--- src/rtl/shift_uop_pkg.sv ---
package shift_uop_pkg;
    typedef enum logic [2:0] {
        OP_HOLD = 3'b000,
        OP_LOAD = 3'b001,
        OP_LSL  = 3'b010,
        OP_LSR  = 3'b011,
        OP_ROL  = 3'b100,
        OP_ROR  = 3'b101,
        OP_ASL  = 3'b110,
        OP_ASR  = 3'b111
    } shift_op_e;
endpackage

--- src/rtl/shift_uop_unit.sv ---
module shift_uop_unit
    import shift_uop_pkg::*;
#(
    parameter int WIDTH = 8
) (
    input  logic [2:0]       op,
    input  logic [WIDTH-1:0] cur,
    input  logic [WIDTH-1:0] load_data,
    output logic [WIDTH-1:0] nxt,
    output logic             sign_flip
);
    localparam int MSB = WIDTH - 1;

    logic up_fill;
    logic dn_fill;
    logic [WIDTH-1:0] up_val;
    logic [WIDTH-1:0] dn_val;

    // Fill bits for the shifted-in ends, chosen by op
    always_comb begin
        up_fill = 1'b0;
        dn_fill = 1'b0;
        if (op == OP_ROL) up_fill = cur[MSB];
        if (op == OP_ROR) dn_fill = cur[0];
        if (op == OP_ASR) dn_fill = cur[MSB];
    end

    genvar i;
    generate
        for (i = 0; i < WIDTH; i++) begin : g_bit
            if (i == 0) begin : g_lo
                assign up_val[i] = up_fill;
            end else begin : g_up
                assign up_val[i] = cur[i-1];
            end
            if (i == MSB) begin : g_hi
                assign dn_val[i] = dn_fill;
            end else begin : g_dn
                assign dn_val[i] = cur[i+1];
            end
        end
    endgenerate

    always_comb begin
        unique case (shift_op_e'(op))
            OP_HOLD: nxt = cur;
            OP_LOAD: nxt = load_data;
            OP_LSL, OP_ROL, OP_ASL: nxt = up_val;
            default: nxt = dn_val;
        endcase
    end

    assign sign_flip = cur[MSB] ^ cur[MSB-1];
endmodule

--- src/rtl/shift_uop_reg.sv ---
module shift_uop_reg
    import shift_uop_pkg::*;
#(
    parameter int WIDTH = 8
) (
    input  logic             clk,
    input  logic             rst,
    input  logic             en,
    input  logic [2:0]       op,
    input  logic [WIDTH-1:0] load_data,
    output logic [WIDTH-1:0] data_out,
    output logic             ovf
);
    typedef struct packed {
        logic [WIDTH-1:0] r;
        logic             ovf;
    } state_t;

    state_t st_d, st_q;
    logic [WIDTH-1:0] unit_nxt;
    logic             unit_flip;

    shift_uop_unit #(.WIDTH(WIDTH)) u_unit (
        .op        (op),
        .cur       (st_q.r),
        .load_data (load_data),
        .nxt       (unit_nxt),
        .sign_flip (unit_flip)
    );

    always_comb begin
        st_d = st_q;
        if (en) begin
            st_d.r   = unit_nxt;
            st_d.ovf = (op == OP_ASL) ? unit_flip : 1'b0;
        end
    end

    always_ff @(posedge clk) begin
        if (rst) st_q <= '0;
        else     st_q <= st_d;
    end

    assign data_out = st_q.r;
    assign ovf      = st_q.ovf;
endmodule

--- config.mk ---
export PLATFORM = sky130hd
export DESIGN_NAME = shift_uop_reg
export DESIGN_NICKNAME = d
export VERILOG_FILES = /design/src/rtl/shift_uop_pkg.sv /design/src/rtl/shift_uop_unit.sv /design/src/rtl/shift_uop_reg.sv
export SDC_FILE = /design/constraint.sdc
export NUM_CORES = 1
export LEC_CHECK = 0
export ABC_AREA = 1
export BUFFER_PORTS_ARGS = -buffer_cell sky130_fd_sc_hd__clkbuf_2
export CELL_PAD_IN_SITES_DETAIL_PLACEMENT = 1
export CELL_PAD_IN_SITES_GLOBAL_PLACEMENT = 1
export CORE_MARGIN = 2
export CORE_UTILIZATION = 28
export DETAILED_ROUTE_END_ITERATION = 7
export GPL_TIMING_DRIVEN = 0
export PLACE_DENSITY = 0.76
export RECOVER_POWER = 50
export SYNTH_ARGS = -nofsm -noshare
export SYNTH_HDL_FRONTEND = slang
export SYNTH_SLANG_ARGS = --single-unit
--- constraint.sdc ---
create_clock -name clk -period 0.85 [get_ports clk]
set_input_delay 0.1275 -clock clk [delete_from_list [all_inputs] [get_ports clk]]
set_output_delay 0.1275 -clock clk [all_outputs]
set_load 0.01 [all_outputs]
==> flow_metrics.env, run 1 <==
export IMPL_outcome="complete, but fails checks"
export IMPL_failed_checks="negative setup slack"
export IMPL_leakage_uw=0.0004736
export IMPL_detail_route_wl_per_cell_um=14.46
export IMPL_power_total_uw=1281
export IMPL_cts_sinks=9
export IMPL_crit_required_ps=720
export IMPL_min_period_over_period_pct=104.2
export IMPL_place_congestion=0.7410
export IMPL_critPathCaptureType="output pin"
export IMPL_slew_viol_final=0
export IMPL_criticalPathCategory="reg2out"
export IMPL_ys_warn_count=0
export IMPL_tritoncts="yes"
export IMPL_n_fill_cell=296
export IMPL_power_switching_uw=434.1
export IMPL_coreArea_um2=2191
export IMPL_path_clk_slew_ps=60
export IMPL_final_util_pct=47.12
export IMPL_cts_root_buffer="clkbuf_4"
export IMPL_layout_min_cycle_time_ps=886.0
export IMPL_grt_max_degree=11
export IMPL_grt_first_pass_wirelength_um=3381
export IMPL_drv_cap=0
export IMPL_via_per_inst=5.075
export IMPL_layout_drive_gt1_share_pct=54.14
export IMPL_totalWireLength_um=2328
export IMPL_tightest_slew_ps=304.9
export IMPL_placed_cells=149
export IMPL_cp_cell_sequence="buf_6"
export IMPL_overflow=0
export IMPL_slew_headroom_pct=79.65
export IMPL_grt_pass1_vias=736
export IMPL_startpoint_type="register"
export IMPL_worst_slack_ps=-36.03
export IMPL_comb_power_share_pct=34.7
export IMPL_die_area_um2=2686
export IMPL_remaining_drc_errors=0
export IMPL_syn_inst=99
export IMPL_crit_family="flip-flops"
export IMPL_critPathBufInv=1
export IMPL_num_rows=17
export IMPL_p_per_area_nw_per_um2=1241
export IMPL_antenna_found_initial=0
export IMPL_rsz0062_at_grt="true"
export IMPL_io_pins=23
export IMPL_grt_use_total_pct=17.17
export IMPL_fmax_mhz=1129
export IMPL_drt_initial_drc_count=4
export IMPL_portBuffers=22
export IMPL_finClkSkew_ps=0.5668
export IMPL_hp_class="in2reg"
export IMPL_final_nets=148
export IMPL_ant_nets=0
export IMPL_clkPwrFrac_pct=26.5
export IMPL_netlist_area_um2=640.6
export IMPL_syn_num_nets=113
export IMPL_multi_input_area_um2=465.4
export IMPL_setup_tns_ps=-110.3
export IMPL_critical_path_max_stage_delay_ps=390
export IMPL_vdd_drop_max_mv=0.6300
export IMPL_avgSynthCellArea_um2=6.471
export IMPL_seqPwrFrac_pct=38.8
export IMPL_final_cells=161
export IMPL_clk_path_buf_depth=2
export IMPL_num_vias=817
export IMPL_fp_dieW_um=51.83
export IMPL_dp_hpwl_um=1493
export IMPL_setup_violations=6
export IMPL_cp_arrival_ps=760
export IMPL_ys_seq_elements=9
export IMPL_slowest_stage="dfxtp_4"
export IMPL_yosysUniqueCellTypes=16
export IMPL_firstDrtPassIters=4
export IMPL_seq_area_um2=198.9
export IMPL_seq_area_frac_synth_pct=28.13
export IMPL_synthToLayoutAreaGrowth_pct=61.13
export IMPL_cp_max_fo=6
export IMPL_dieHeight_um=51.83
export IMPL_p_int_uw=846.5
export IMPL_n_antenna_cell=0
export IMPL_htreeDepth=1
export IMPL_clk_latency_ps=260
export IMPL_cts_buffers=3
export IMPL_power_share_switching_pct=33.90
export IMPL_place_ws_ps=-257.2
export IMPL_start_util_pct=29.24
export IMPL_hold_viol=0
## area by class of cell
cell class	count	area share [%]
inverters	12	4.848
multi-input cells	76	45.09
flip-flops and latches	9	19.27
plain buffers	2	2.182
repair buffers	30	22.67
well taps	28	3.394
clock buffers	4	2.545
## cell usage in the layout, fill, tap and decap left out, types with 2 or more instances in the layout
cell / n
nand3_2: 9
nand2_4: 3
nor2_4: 2
buf_6: 13
inv_4: 2
buf_2: 2
inv_1: 9
dfxtp_4: 3
o21ai_1: 6
dfxtp_2: 6
nand3_1: 16
nand2_1: 9
nor2_2: 6
buf_4: 4
clkbuf_2: 11
clkbuf_4: 5
nor2_1: 17
## what timing repair did
| item | in CTS | in global routing |
|---|---|---|
| hold buffers | 0 | 0 |
| gates cloned | 0 | 1 |
| buffers inserted | 6 | 1 |
| gates resized for setup | 13 | 42 |
| pin swaps | 1 | 11 |
| endpoints found under the setup margin | 11 | 18 |
## power groups by stage
stage	logic, µW	clock network (µW)	registers, µW
after floorplan	182	0	506
after CTS	357	354	488
final	445	339	497
after global routing	489	382	501
after detailed placement	310	0	501
after global placement	301	0	499
## state kept, by name, indices dropped and copies added, names as in the netlist
name / count
data_out: 8
ovf: 1
## layer usage
metal | track usage (%) | part of all wire (%)
met5 | 0 | 0
met4 | 7.895 | 2.3
met3 | 3.161 | 5.6
met2 | 29.11 | 50
met1 | 20.77 | 42
## synthesized netlist by cell type, drive strengths merged
library cell | number | area, µm²
inv | 12 | 45.04
dfxtp | 9 | 180.2
buf | 2 | 22.52
nand2 | 13 | 58.80
a21oi | 3 | 26.28
nand4 | 1 | 6.260
nor2 | 25 | 111.4
o21ai | 8 | 40.03
nand3 | 26 | 150.2
## cells by family after synthesis
family	Yosys count	share of synthesized area (%)
AOI/OAI and AO/OA	11	10.35
buffers and inverters	14	10.55
and+or+nand+nor	65	50.98
DFF	9	28.12
## worst paths after layout
| path | start | endpoint | slack (ps) | cells past startpoint |
|---|---|---|---|---|
| hold / removal | en | ovf | 120 | 2 |
| setup / recovery | data_out[6] | data_out[6] | -40 | 1 |
| setup reg to reg | data_out[5] | data_out[6] | -10 | 5 |
| hold reg to reg | data_out[3] | data_out[3] | 560 | 2 |
## metrics by stage
step | instance area, µm² | hold slack, ps
floorplan | 640.6 | 221.4
detailed placement | 785.8 | 403.2
global route | 1032 | 118.4
global placement | 785.8 | 400.8
CTS | 883.3 | 112.2
finish | 1032 | 121.2
Power figures use the tool's default switching activity.
==> inputs of run 2 (changes only) <==
Settings changed: CORE_ASPECT_RATIO set to 1.25.
==> run 2 against run 1 <==
  * The flow still finishes with violations (negative setup slack)
  * Global-route usage fell by 0.34 points
  * Non-clock buffer count decreased by 2
  * Largest cell class unchanged
  * Critical path type unchanged
  * Register-to-register slack got worse by 30 ps
  * Combinational power is 8.5% lower
  * Cell count increased by 0.62%
==> flow_metrics.env, run 2 (synthesis results as in run 1) <==
export IMPL_fp_dieW_um=46.78
export IMPL_die_area_um2=2689
export IMPL_r2r_slack_ps=-40
export IMPL_dieHeight_um=57.48
export IMPL_cp_endpoint="data_out[7]"
export IMPL_critPathCaptureType="output pin"
export IMPL_drv_cap=0
export IMPL_grt_max_degree=11
export IMPL_startpoint_type="register"
export IMPL_cp_cell_sequence="buf_2"
export IMPL_highest_signal_layer="met4"
export IMPL_num_vias=774
export IMPL_drt_initial_drc_count=17
export IMPL_clk_path_buf_depth=2
export IMPL_wl_met1_um=858
export IMPL_grt_first_pass_wirelength_um=3263
export IMPL_setup_violations=10
export IMPL_htreeDepth=1
export IMPL_clk_latency_ps=260
export IMPL_remaining_drc_errors=0
export IMPL_tritoncts="yes"
export IMPL_ff2ff_path_depth=5
export IMPL_outcome="complete, but fails checks"
export IMPL_synthToLayoutAreaGrowth_pct=52.73
export IMPL_cts_root_buffer="clkbuf_4"
export IMPL_hold_path_depth=2
export IMPL_layout_drive_gt1_share_pct=51.15
export IMPL_cp_arrival_ps=760
export IMPL_worst_slack_ps=-39.00
export IMPL_n_antenna_cell=0
export IMPL_ant_nets=0
export IMPL_min_period_over_period_pct=104.6
export IMPL_wl_met2_um=1170
export IMPL_detail_route_wl_per_cell_um=13.22
export IMPL_cts_buffers=3
export IMPL_cp_max_fo=5
export IMPL_place_congestion=0.7726
export IMPL_num_rows=19
export IMPL_final_nets=146
export IMPL_start_util_pct=29.29
export IMPL_reg2reg_from="data_out[6]"
export IMPL_io_pins=23
export IMPL_crit_family="flip-flops"
export IMPL_overflow=0
export IMPL_tightest_slew_ps=313.3
export IMPL_cts_sinks=9
export IMPL_slowest_stage="dfxtp_4"
export IMPL_totalWireLength_um=2141
export IMPL_vdd_drop_max_mv=0.6230
export IMPL_finClkSkew_ps=0.4548
export IMPL_dp_hpwl_um=1471
export IMPL_fmax_mhz=1125
export IMPL_antenna_found_initial=0
export IMPL_slew_viol_final=0
export IMPL_holdWs_ps=102.8
export IMPL_critPathBufInv=1
export IMPL_layout_min_cycle_time_ps=889.0
export IMPL_portBuffers=22
export IMPL_p_per_area_nw_per_um2=1275
export IMPL_setup_tns_ps=-210.9
export IMPL_cp_num_cells=1
export IMPL_via_per_inst=4.778
export IMPL_final_common_cell="nor2_1"
export IMPL_n_fill_cell=307
export IMPL_route_met3_wl_um=74
export IMPL_grt_use_total_pct=16.83
export IMPL_critical_path_max_stage_delay_ps=370
export IMPL_path_clk_slew_ps=70
export IMPL_startpoint="data_out[7]"
export IMPL_failed_checks="negative setup slack"
export IMPL_coreArea_um2=2187
export IMPL_reg2reg_to="data_out[5]"
export IMPL_criticalPathCategory="reg2out"
export IMPL_hold_viol=0
export IMPL_largest_reg_flops=8
export IMPL_hp_class="in2reg"
export IMPL_leakage_uw=0.0004540
export IMPL_grt_pass1_vias=778
export IMPL_slew_headroom_pct=79.09
export IMPL_firstDrtPassIters=4
export IMPL_final_cell_mix="nor2_1, nand3_1, clkbuf_2, nand3_2, buf_6"
export IMPL_rsz0062_at_grt="true"
export IMPL_ctsHoldBuffers=0
export IMPL_crit_required_ps=720
-- run 2: cell count changes in the layout (fill, tap and decap cells not counted), sizes merged --
cell / before / now
buf: 19 / 17
-- run 2: per-stage QoR --
step	cells	util (%)	total power [µW]	setup slack [ps]	instance area, µm²
2_1_floorplan	99	-	688.2	32.54	640.6
6_report	162	44.74	1248	-39.00	978.4
3_5_place_dp	152	36.10	811.2	-262.1	789.5
5_1_grt	162	44.74	1326	-93.97	978.4
4_1_cts	162	40.10	1198	-51.62	877.1
3_3_place_gp	152	36.10	799.7	-241.7	789.5
-- run 2: layout make-up --
class                           instances  area, µm²  area share (%)
Multi-Input combinational cell         76      437.9           44.76
Clock buffer                            4      26.28           2.685
Timing Repair Buffer                   28      206.4           21.10
Sequential cell                         9      201.4           20.59
Buffer                                  2      22.52           2.302
Tap cell                               31      38.79           3.964
Inverter                               12      45.04           4.604
-- run 2: power breakdown --
group | leakage [µW] | switching [µW] | internal, µW
combinational | 0.000360 | 222 | 185
clock | 0.0000150 | 171 | 182
sequential | 0.0000787 | 32.3 | 456
total | 0.000454 | 426 | 822
-- run 2: repair_timing --
action                     4_1_cts  5_1_grt
pin swaps                        0        6
setup buffers                    6        0
setup endpoints to repair       11       18
gates resized for setup         11       29
-- run 2: metal layers --
metal	up-vias	track usage [%]
li1	388	-
met1	364	18.22
met2	16	30.33
met3	6	2.848
met4	0	7.143
met5	-	0
-- run 2: worst min-delay path by stage --
stage | start | endpoint | slack [ps]
after floorplan | en | ovf | 220
after global placement | en | ovf | 390
after detailed placement | en | ovf | 390
after CTS | en | ovf | 100
after global routing | en | ovf | 110
final | en | ovf | 100
